==> config.mk <==
export PLATFORM = sky130hd
export DESIGN_NAME = cart_bank_ctrl
export DESIGN_NICKNAME = d
export VERILOG_FILES = /design/src/rtl/cbc_pkg.sv /design/src/rtl/cbc_decode.sv /design/src/rtl/cbc_regs.sv /design/src/rtl/cbc_offset.sv /design/src/rtl/cart_bank_ctrl.sv
export SDC_FILE = /design/constraint.sdc
export NUM_CORES = 1
export LEC_CHECK = 0
export BUFFER_PORTS_ARGS = -buffer_cell sky130_fd_sc_hd__buf_2
export CORE_MARGIN = 4
export CORE_UTILIZATION = 38
export CTS_CLUSTER_DIAMETER = 30
export DETAILED_ROUTE_END_ITERATION = 16
export PLACE_DENSITY = 0.83
export REMOVE_ABC_BUFFERS = 1
export SLEW_MARGIN = 5
export SYNTH_ARGS = -nofsm -noshare
export SYNTH_HDL_FRONTEND = slang
export SYNTH_SLANG_ARGS = --single-unit
==> constraint.sdc <==
create_clock -name clk -period 2 [get_ports clk]
set_input_delay 0.1 -clock clk [delete_from_list [all_inputs] [get_ports clk]]
set_output_delay 0.1 -clock clk [all_outputs]
set_load 0.1 [all_outputs]
==> src/rtl/cbc_pkg.sv <==
package cbc_pkg;
  // Which control field a command-window write targets (address bits 14:13)
  typedef enum logic [1:0] {
    REG_RAMEN = 2'd0,
    REG_ROMLO = 2'd1,
    REG_UPPER = 2'd2,
    REG_MODE  = 2'd3
  } cbc_reg_e;
endpackage

==> src/rtl/cbc_decode.sv <==
module cbc_decode
  import cbc_pkg::*;
#(
  parameter int ADDR_W = 16
) (
  input  logic              wr_en,
  input  logic [ADDR_W-1:0] addr,
  output logic              hit,
  output cbc_reg_e          sel
);
  localparam int SEL_LSB = ADDR_W - 3;

  logic unused_addr;
  assign unused_addr = ^addr[SEL_LSB-1:0];

  // Command window is the lower half of the address space
  assign hit = wr_en & ~addr[ADDR_W-1];
  assign sel = cbc_reg_e'(addr[ADDR_W-2:SEL_LSB]);
endmodule

==> src/rtl/cbc_regs.sv <==
module cbc_regs
  import cbc_pkg::*;
#(
  parameter int          DATA_W     = 8,
  parameter int          ROM_BANK_W = 7,
  parameter int          RAM_BANK_W = 2,
  parameter int          LO_W       = 5,
  parameter logic [3:0]  RAM_KEY    = 4'hA
) (
  input  logic                  clk,
  input  logic                  rst,
  input  logic                  hit,
  input  cbc_reg_e              sel,
  input  logic [DATA_W-1:0]     data,
  output logic [ROM_BANK_W-1:0] rom_bank,
  output logic [RAM_BANK_W-1:0] ram_bank,
  output logic                  ram_en,
  output logic [ROM_BANK_W-1:0] rom_nxt,
  output logic [RAM_BANK_W-1:0] ram_nxt
);
  localparam int HI_W = ROM_BANK_W - LO_W;

  logic mode_q, mode_n, en_n;

  logic unused_data;
  assign unused_data = ^data[DATA_W-1:LO_W];

  always_comb begin
    rom_nxt = rom_bank;
    ram_nxt = ram_bank;
    en_n    = ram_en;
    mode_n  = mode_q;
    if (hit) begin
      unique case (sel)
        REG_RAMEN: en_n = (data[3:0] == RAM_KEY);
        REG_ROMLO: rom_nxt[LO_W-1:0] = (data[LO_W-1:0] == '0) ? LO_W'(1) : data[LO_W-1:0];
        REG_UPPER: begin
          if (mode_q) ram_nxt = data[RAM_BANK_W-1:0];
          else        rom_nxt[ROM_BANK_W-1:LO_W] = data[HI_W-1:0];
        end
        REG_MODE:  mode_n = data[0];
        default:   ;
      endcase
    end
  end

  always_ff @(posedge clk) begin
    if (rst) begin
      rom_bank <= ROM_BANK_W'(1);
      ram_bank <= '0;
      ram_en   <= 1'b0;
      mode_q   <= 1'b0;
    end else begin
      rom_bank <= rom_nxt;
      ram_bank <= ram_nxt;
      ram_en   <= en_n;
      mode_q   <= mode_n;
    end
  end

  // reset state
  p_reset_state_r1: assert property (@(posedge clk)
    rst |=> (rom_bank == ROM_BANK_W'(1) && ram_bank == '0 && !ram_en && !mode_q));

  // enable key
  p_ramen_key_r2: assert property (@(posedge clk) disable iff (rst)
    (hit && sel == REG_RAMEN) |=> (ram_en == ($past(data[3:0]) == RAM_KEY)));

  // low field write keeps upper bits
  p_lo_keeps_hi_r3: assert property (@(posedge clk) disable iff (rst)
    (hit && sel == REG_ROMLO) |=> $stable(rom_bank[ROM_BANK_W-1:LO_W]));

  // zero remapped to one
  p_zero_remap_r4: assert property (@(posedge clk) disable iff (rst)
    (hit && sel == REG_ROMLO && data[LO_W-1:0] == '0) |=> (rom_bank[LO_W-1:0] == LO_W'(1)));

  // mode write
  p_mode_load_r5: assert property (@(posedge clk) disable iff (rst)
    (hit && sel == REG_MODE) |=> (mode_q == $past(data[0])));

  // RAM banking mode leaves ROM bank alone
  p_upper_mode1_r6: assert property (@(posedge clk) disable iff (rst)
    (hit && sel == REG_UPPER && mode_q) |=>
      (ram_bank == $past(data[RAM_BANK_W-1:0]) && $stable(rom_bank)));

  // ROM banking mode leaves RAM bank alone
  p_upper_mode0_r7: assert property (@(posedge clk) disable iff (rst)
    (hit && sel == REG_UPPER && !mode_q) |=>
      ($stable(ram_bank) && $stable(rom_bank[LO_W-1:0])));

  // nothing moves without a command-window write
  p_hold_r9: assert property (@(posedge clk) disable iff (rst)
    !hit |=> ($stable(rom_bank) && $stable(ram_bank) && $stable(ram_en) && $stable(mode_q)));
endmodule

==> src/rtl/cbc_offset.sv <==
module cbc_offset #(
  parameter int BANK_W   = 7,
  parameter int PAGE_LG  = 14,
  parameter int RST_BANK = 1
) (
  input  logic                      clk,
  input  logic                      rst,
  input  logic [BANK_W-1:0]         bank_nxt,
  output logic [BANK_W+PAGE_LG-1:0] offset
);
  localparam logic [BANK_W-1:0] RST_VAL = BANK_W'(RST_BANK);

  // Registered from the next-state bank so it moves with the bank register
  always_ff @(posedge clk) begin
    if (rst) offset <= {RST_VAL, {PAGE_LG{1'b0}}};
    else     offset <= {bank_nxt, {PAGE_LG{1'b0}}};
  end
endmodule

==> src/rtl/cart_bank_ctrl.sv <==
module cart_bank_ctrl
  import cbc_pkg::*;
#(
  parameter int ADDR_W      = 16,
  parameter int DATA_W      = 8,
  parameter int ROM_BANK_W  = 7,
  parameter int RAM_BANK_W  = 2,
  parameter int ROM_PAGE_LG = 14,
  parameter int RAM_PAGE_LG = 13
) (
  input  logic                              clk,
  input  logic                              rst,
  input  logic                              wr_en,
  input  logic [ADDR_W-1:0]                 wr_addr,
  input  logic [DATA_W-1:0]                 wr_data,
  output logic [ROM_BANK_W-1:0]             rom_bank,
  output logic [RAM_BANK_W-1:0]             ram_bank,
  output logic                              ram_enable,
  output logic [ROM_BANK_W+ROM_PAGE_LG-1:0] rom_offset,
  output logic [RAM_BANK_W+RAM_PAGE_LG-1:0] ram_offset
);
  logic                  hit;
  cbc_reg_e              sel;
  logic [ROM_BANK_W-1:0] rom_nxt;
  logic [RAM_BANK_W-1:0] ram_nxt;

  cbc_decode #(.ADDR_W(ADDR_W)) u_decode (
    .wr_en (wr_en),
    .addr  (wr_addr),
    .hit   (hit),
    .sel   (sel)
  );

  cbc_regs #(
    .DATA_W     (DATA_W),
    .ROM_BANK_W (ROM_BANK_W),
    .RAM_BANK_W (RAM_BANK_W)
  ) u_regs (
    .clk      (clk),
    .rst      (rst),
    .hit      (hit),
    .sel      (sel),
    .data     (wr_data),
    .rom_bank (rom_bank),
    .ram_bank (ram_bank),
    .ram_en   (ram_enable),
    .rom_nxt  (rom_nxt),
    .ram_nxt  (ram_nxt)
  );

  cbc_offset #(.BANK_W(ROM_BANK_W), .PAGE_LG(ROM_PAGE_LG), .RST_BANK(1)) u_rom_off (
    .clk      (clk),
    .rst      (rst),
    .bank_nxt (rom_nxt),
    .offset   (rom_offset)
  );

  cbc_offset #(.BANK_W(RAM_BANK_W), .PAGE_LG(RAM_PAGE_LG), .RST_BANK(0)) u_ram_off (
    .clk      (clk),
    .rst      (rst),
    .bank_nxt (ram_nxt),
    .offset   (ram_offset)
  );

  // offsets agree with the bank registers after every edge
  p_rom_offset_r8: assert property (@(posedge clk) disable iff (rst)
    rom_offset == {rom_bank, {ROM_PAGE_LG{1'b0}}});
  p_ram_offset_r8: assert property (@(posedge clk) disable iff (rst)
    ram_offset == {ram_bank, {RAM_PAGE_LG{1'b0}}});
endmodule

==> results.cfg, run 1 <==
[pwr]
finalPower_w = 0.0006819
p_per_area_nw_per_um2 = 866.4
ir_worst_vdd_mv = 0.3519
leakagePower_nw = 0.4157

[sta]
drv_slew = 0
post-route-period-util = 0.5787
fmax_mhz = 864.0
finalSetupTns_ns = 0
clock-skew-final_ns = 0.0001752
hold_violations = 0
rsz0062_at_grt = false
period_minus_slack_ns = 1.157
setup_viol = 0

[setup_path]
critPathKind = flop to primary output
arrival_ns = 1.06
path_buf_inv = 1
cp_cell_sequence = buf_2
cp-startpoint = u_regs.rom_bank[3]
reg2reg_depth = 2
cp-end-kind = primary output
crit_end = rom_bank[3]
worst_path_max_delay_cell = buf_2
critical_path_depth = 1
crit_path_start_kind = flop
critPathTopFamily = buffers and inverters
cp_max_fo = 3
reg2reg_from = u_regs.mode_q
reg2reg_slack_ns = 0.89
reg2reg_to = u_regs.rom_bank[6]
slowest_delay_ns = 0.44
required_ns = 1.90

[clocking]
clockBufferDepth = 2
clkTransAtPathRegs_ns = 0.07
ctsResizeCount = 0
cts_buffers = 3
clk_latency_ns = 0.26
cts_tree = done
cts_setup_buffers = 0
htree_levels = 1
cts_root_buf = clkbuf_4
hold_buffers = 0
clkSinkCount = 11

[final_layout]
final_nets = 132
drive_gt1_frac = 0.3462
antennaDiodeCount = 0
layout-area-overhead-vs-synth_pct = 2.778
fill_cells = 192
fin_cells = 129

[grt]
grt.total_usage = 0.09577
gr-total-overflow = 0
grt_pass1_vias = 443
antenna_found_initial = 0
grt_start_max_net_pins = 15
grt_pass1_wl_um = 1925

[floorplanning]
fp-row-count = 15
fp.coreArea_um2 = 1821
die_x_um = 52.89
dieArea_um2 = 2797
die_y_um = 52.89
initial_core_util = 0.4206
ios = 73

[drt]
routed_wl_um = 1346
wl_per_cell_um = 10.43
post_drt_via_cell_ratio = 4.085
final_antenna_net_count = 0
drt-pass1-iter-count = 4
drc_errors = 0
drtIter0Drc = 8
vias = 527

[synth]
ys_seq_area_frac = 0.2876
ys_ff_latch = 11
syn-cell-area_um2 = 765.7
synthCells = 83
ys_types = 19
yosys_warnings = 0
syn_avg_cell_area_um2 = 9.226

[placed_design]
place.gp.congestion = 0.6352
dp_hpwl_um = 1101
placed_cells = 125
port-buffer-count = 29

[outcome]
run_status = finished clean

[min_path]
hold_depth = 3
min_path_type = input pin to flop

[job]
max-cap-violations = 0
==> power breakdown <==
| group | internal, W | total (W) | leakage, nW | switching [W] |
|---|---|---|---|---|
| sequential | 0.000223 | 0.000225 | 0.0889 | 0.00000234 |
| combinational | 0.0000228 | 0.000309 | 0.312 | 0.000287 |
| clock | 0.0000771 | 0.000148 | 0.0150 | 0.0000704 |
| total | 0.000322 | 0.000682 | 0.416 | 0.000359 |
==> kinds of logic after synthesis <==
kind of cell           count (synthesis)  share of synthesized area
AO/OA/AOI/OAI                          2                    0.01634
buffers and inverters                 38                     0.3644
flip-flops                            11                     0.2876
multiplexers                           9                     0.1177
other                                  1                   0.004897
AND/OR/NAND/NOR                       22                     0.2091
==> state kept, by name (all words and copies together) (netlist names) <==
name and cells:
u_regs.ram_bank 2, u_regs.ram_en 1, u_regs.mode_q 1, u_regs.rom_bank 7
==> Yosys cell counts <==
master | instances | share of area
nor3_1 | 1 | 0.0065
o31ai_1 | 1 | 0.0098
buf_2 | 1 | 0.0065
a21oi_1 | 1 | 0.0065
nor4_1 | 1 | 0.0082
nand2b_4 | 1 | 0.018
buf_4 | 36 | 0.35
or4_1 | 1 | 0.0098
mux2i_1 | 9 | 0.12
and4bb_2 | 2 | 0.033
nor4b_1 | 1 | 0.011
clkbuf_1 | 1 | 0.0049
or4b_4 | 1 | 0.018
dfxtp_1 | 11 | 0.29
nand4bb_1 | 1 | 0.015
nand4b_1 | 1 | 0.011
nand2b_1 | 6 | 0.049
nor2_1 | 6 | 0.029
conb_1 | 1 | 0.0049
==> final cells by class <==
cell class                 instances  area (um2)  area share
multi-input combinational         60       364.1      0.4626
timing repair buffer              29       145.1      0.1844
sequential                        11       220.2      0.2798
tap                               25       31.28     0.03975
clock buffer                       4       26.28     0.03339
==> worst min-delay path by stage <==
| stage | startpoint | endpoint | slack (ns) |
|---|---|---|---|
| finish | wr_data[4] | u_regs.rom_bank[4] | 0.1 |
| global route | wr_data[4] | u_regs.rom_bank[4] | 0.10 |
| CTS | wr_data[4] | u_regs.rom_bank[4] | 0.09 |
| detailed placement | wr_data[4] | u_regs.rom_bank[4] | 0.37 |
| global placement | wr_data[4] | u_regs.rom_bank[4] | 0.36 |
| floorplan | rst | u_regs.ram_en | 0.17 |
==> metal layers <==
layer  track usage  wire, um
met1        0.1041       510
met2        0.1570       624
met3       0.03099       211
met4       0.06383         0
met5             0         0
==> per-stage QoR <==
stage	hold WS, ns	setup slack [ns]	utilization	instance area, um2
CTS	0.09317	0.8302	0.4323	787.0
global route	0.1045	0.7796	0.4323	787.0
detailed placement	0.3718	0.8756	0.4179	760.7
global placement	0.3606	0.9095	0.4179	760.7
floorplan	0.1691	0.07083	-	584.3
finish	0.09823	0.8426	0.4323	787.0
==> cells in the final DEF, fill, tap and decap left out, types with 2 or more instances in the layout <==
cell type and count:
and4bb_2 2, buf_2 29, clkbuf_4 3, nor2_1 6, nand2b_1 6, mux2i_1 9
dfxtp_1 11, conb_1 27
No activity file was read; power rests on OpenSTA's default activity.
==> run 2: changes to the inputs <==
Settings changed: CORE_UTILIZATION 38 to 36, PLACE_DENSITY 0.83 to 0.79.
Clock period 2 ns to 1.1 ns, I/O delays scaled along.
==> run 2 against run 1 <==
Worst hold slack worse by 0.045 ns. Critical path type is now flop to flop. Global-route usage rose by 1.0 points. Total power increased by 88%. Worst setup slack got worse by 0.80 ns. Clock skew grew 0.00076 ns. Sequential power increased by 85%. Wire length is 8.4% higher. Cell count grew 2.3%. Flip-flop and latch count stayed put. Final area is 38% higher. Register-to-register slack got worse by 0.85 ns.
==> results.cfg, run 2 (synthesis results as in run 1) <==
[sta]
drv_slew = 0
fin_ws_ns = 0.04214
setup_viol = 0
post-route-period-util = 0.9617
period_minus_slack_ns = 1.058
clock-skew-final_ns = 0.0009328
rsz0062_at_grt = false
whs_ns = 0.05347
fmax_mhz = 945.3
hold_violations = 0

[grt]
grt_start_max_net_pins = 15
grt_pass1_vias = 547
grt.total_usage = 0.1063
gr-total-overflow = 0
grt_pass1_wl_um = 2283
antenna_found_initial = 0

[setup_path]
cp_max_fo = 2
critPathKind = flop to flop
arrival_ns = 1.21
cp-end-kind = flop
crit_path_start_kind = flop
required_ns = 1.25

[floorplanning]
ios = 73
fp-row-count = 16
die_x_um = 54.12
fp.coreArea_um2 = 1982
initial_core_util = 0.3864
die_y_um = 54.12
dieArea_um2 = 2929

[pwr]
p_per_area_nw_per_um2 = 1183
finalPower_w = 0.001281
ir_worst_vdd_mv = 0.7346
leakagePower_nw = 0.4825

[final_layout]
final_nets = 133
post-route-util = 0.5461
drive_gt1_frac = 0.3524
largest_register_ffs = 7
design_area_um2 = 1082
reg.largest.list = u_regs.rom_bank x7, u_regs.ram_bank x2
final_common_cell = conb_1
largest_register = u_regs.rom_bank
layout-area-overhead-vs-synth_pct = 41.34
antennaDiodeCount = 0
layout_common_cells = conb_1 (27), buf_12 (19), dfxtp_1 (11)

[job]
max-cap-violations = 0

[placed_design]
port-buffer-count = 29
pre_cts_slack_ns = -0.001813
placed_cell_area_um2 = 1056
place.gp.congestion = 0.6836

[clocking]
cts_buffers = 3
htree_levels = 1
clkSinkCount = 11
cts_root_buf = clkbuf_4
clockBufferDepth = 2
cts_tree = done
cts_setup_buffers = 0
clkTransAtPathRegs_ns = 0.07
hold_buffers = 0
ctsResizeCount = 0
clk_latency_ns = 0.26

[drt]
drc_errors = 0
vias = 549
final_antenna_net_count = 0
routed_wl_um = 1459
drt-pass1-iter-count = 4
drtIter0Drc = 5
post_drt_via_cell_ratio = 4.159
wl_per_cell_um = 11.05

[min_path]
min_path_type = input pin to flop

[outcome]
run_status = finished clean
-- run 2: changes by cell type in the layout (fill, tap and decap cells not counted), sizes merged --
cell | before | now
buf | 29 | 30
-- run 2: where the power goes --
part	switching (W)	leakage, nW	internal (W)
registers	0.0000111	0.0889	0.000405
logic	0.000522	0.379	0.0000763
clock network	0.000127	0.0150	0.000140
-- run 2: worst max-delay path, cell delays in order, from the launching register on --
cell	delay, ns
dfxtp_1	0.32
or4b_4	0.50
mux2i_1	0.13
-- run 2: metal layers --
layer / vias to the layer above / share of wire / GRT usage
met5: - / 0 / 0
met4: 0 / 0 / 0.03734
met3: 0 / 0.16 / 0.04155
met2: 45 / 0.49 / 0.1873
met1: 245 / 0.35 / 0.1135
li1: 259 / - / -
-- run 2: per-stage QoR --
| stage | TNS (ns) | std cells |
|---|---|---|
| 6_report | 0 | 132 |
| 5_1_grt | 0 | 132 |
| 4_1_cts | 0 | 132 |
| 3_5_place_dp | -0.002107 | 128 |
| 3_3_place_gp | 0 | 128 |
| 2_1_floorplan | -16.98 | 71 |
-- run 2: final timing paths --
path / startpoint / slack (ns) / depth (start not counted) / endpoint
min: wr_data[4] / 0.05 / 3 / u_regs.rom_bank[4]
max: u_regs.mode_q / 0.04 / 2 / u_regs.rom_bank[6]
min reg2reg: u_regs.ram_en / 0.52 / 2 / u_regs.ram_en
max reg2reg: u_regs.mode_q / 0.04 / 2 / u_regs.rom_bank[6]
-- run 2: final cells by class --
class	instances	area (um2)
Fill cell	182	899.6
Clock buffer	4	26.28
Sequential cell	11	220.2
Timing Repair Buffer	30	437.9
Tap cell	27	33.78
Multi-Input combinational cell	60	364.1
==> run 3: changes to the inputs <==
Settings changed: CORE_UTILIZATION 36 to 37, CTS_BUF_LIST set to sky130_fd_sc_hd__clkbuf_8, PLACE_DENSITY 0.79 to 0.81.
==> run 3 against run 2 <==
Total power up 8.8%. Sequential power hardly changed. First-iteration DRC count down 20%. Worst hold slack improved by 0.047 ns. Via count fell by 1.8%. Clock skew increased by 0.0018 ns. Die area fell by 2.3%. Flip-flop and latch count stayed put. Worst setup slack lost 0.00071 ns. Clock power increased by 42%. Register-to-register slack about the same. Sequential share of layout area decreased by 0.35 points. Critical path type unchanged. Critical endpoint unchanged. Largest power group unchanged.
==> results.cfg, run 3 (synthesis results as in run 1) <==
[sta]
setup_viol = 0
rsz0062_at_grt = false
fin_ws_ns = 0.04143
period_minus_slack_ns = 1.059
post-route-period-util = 0.9623
whs_ns = 0.1005
clock-skew-final_ns = 0.002684
hold_violations = 0
drv_slew = 0
fmax_mhz = 944.7

[clocking]
clkSinkCount = 11
ctsResizeCount = 0
clk_latency_ns = 0.23
htree_levels = 1
cts_tree = done
clkTransAtPathRegs_ns = 0.05
clockBufferDepth = 2
hold_buffers = 0
cts_buffers = 3
cts_root_buf = clkbuf_8
cts_setup_buffers = 0

[floorplanning]
ios = 73
die_y_um = 53.49
fp-row-count = 16
die_x_um = 53.49
dieArea_um2 = 2861
initial_core_util = 0.3903
fp.coreArea_um2 = 1962

[placed_design]
dp_hpwl_um = 1242
port-buffer-count = 29
placed_cells = 128
place.gp.congestion = 0.6975
pre_cts_slack_ns = -0.01098

[drt]
vias = 539
post_drt_via_cell_ratio = 4.083
drt-pass1-iter-count = 4
routed_wl_um = 1424
drtIter0Drc = 4
wl_per_cell_um = 10.79
drc_errors = 0
final_antenna_net_count = 0

[grt]
grt.total_usage = 0.1054
grt_start_max_net_pins = 15
gr-total-overflow = 0
grt_pass1_wl_um = 2180
antenna_found_initial = 0
grt_pass1_vias = 513

[min_path]
hold_depth = 3
min_path_type = input pin to flop
holdCritStartpoint = wr_data[4]
min_to = u_regs.rom_bank[4]

[final_layout]
final_common_cell = conb_1
drive_gt1_frac = 0.3524
layout-area-overhead-vs-synth_pct = 43.79
largest_register = u_regs.rom_bank
reg.largest.list = u_regs.rom_bank x7, u_regs.ram_bank x2
antennaDiodeCount = 0
fin_cells = 132
layout_common_cells = conb_1 (27), buf_12 (19), dfxtp_1 (11)
final_nets = 133
largest_register_ffs = 7

[job]
max-cap-violations = 0

[pwr]
finalPower_w = 0.001393
leakagePower_nw = 0.4945
p_per_area_nw_per_um2 = 1265
ir_worst_vdd_mv = 0.6204

[setup_path]
critPathKind = flop to flop
reg2reg_from = u_regs.mode_q
reg2reg_to = u_regs.rom_bank[6]
arrival_ns = 1.17
cp_max_fo = 2
reg2reg_depth = 2
cp-end-kind = flop
required_ns = 1.22
reg2reg_slack_ns = 0.04
crit_path_start_kind = flop

[outcome]
run_status = finished clean
## run 3: cell types whose count changed in the layout (fill, tap and decap cells not counted), sizes merged
cell | previous run | this run
inv | 0 | 1
clkbuf | 4 | 3
## run 3: worst max-delay path by stage
stage	start	end	cells past startpoint
6_report	u_regs.mode_q	u_regs.rom_bank[6]	2
5_1_grt	u_regs.mode_q	u_regs.rom_bank[6]	2
4_1_cts	u_regs.mode_q	u_regs.rom_bank[6]	2
3_5_place_dp	u_regs.mode_q	u_regs.rom_bank[6]	2
3_3_place_gp	u_regs.mode_q	u_regs.rom_bank[6]	2
2_1_floorplan	u_regs.rom_bank[1]	u_regs.rom_bank[1]	2
## run 3: final cells by class
| type | instances | area [um2] |
|---|---|---|
| tap | 27 | 33.78 |
| multi-input combinational | 60 | 364.1 |
| fill | 176 | 860.8 |
| clock buffer | 3 | 41.29 |
| sequential | 11 | 220.2 |
| clock inverter | 1 | 3.754 |
| timing repair buffer | 30 | 437.9 |
## run 3: per-stage QoR
stage	TNS [ns]	utilization	area (um2)
6_report	0	0.5612	1101
5_1_grt	0	0.5612	1101
4_1_cts	0	0.5612	1101
3_5_place_dp	-0.01098	0.5383	1056
3_3_place_gp	0	0.5383	1056
2_1_floorplan	-16.98	-	584.3
## run 3: critical path, stage by stage, from the launching register on
cell	delay [ns]
dfxtp_1	0.31
or4b_4	0.50
mux2i_1	0.14
## run 3: power breakdown
group	internal (W)	total [W]	leakage, nW	switching (W)
clock	0.000243	0.000378	0.0269	0.000134
sequential	0.000406	0.000417	0.0889	0.0000110
combinational	0.0000762	0.000598	0.379	0.000522
total	0.000726	0.00139	0.494	0.000667
## run 3: routing by layer
metal,up-vias,global-route usage,wire (um)
met1,246,0.1174,520
li1,256,-,-
met5,-,0,0
met3,0,0.03944,193
met4,0,0.05106,0
met2,37,0.1735,710
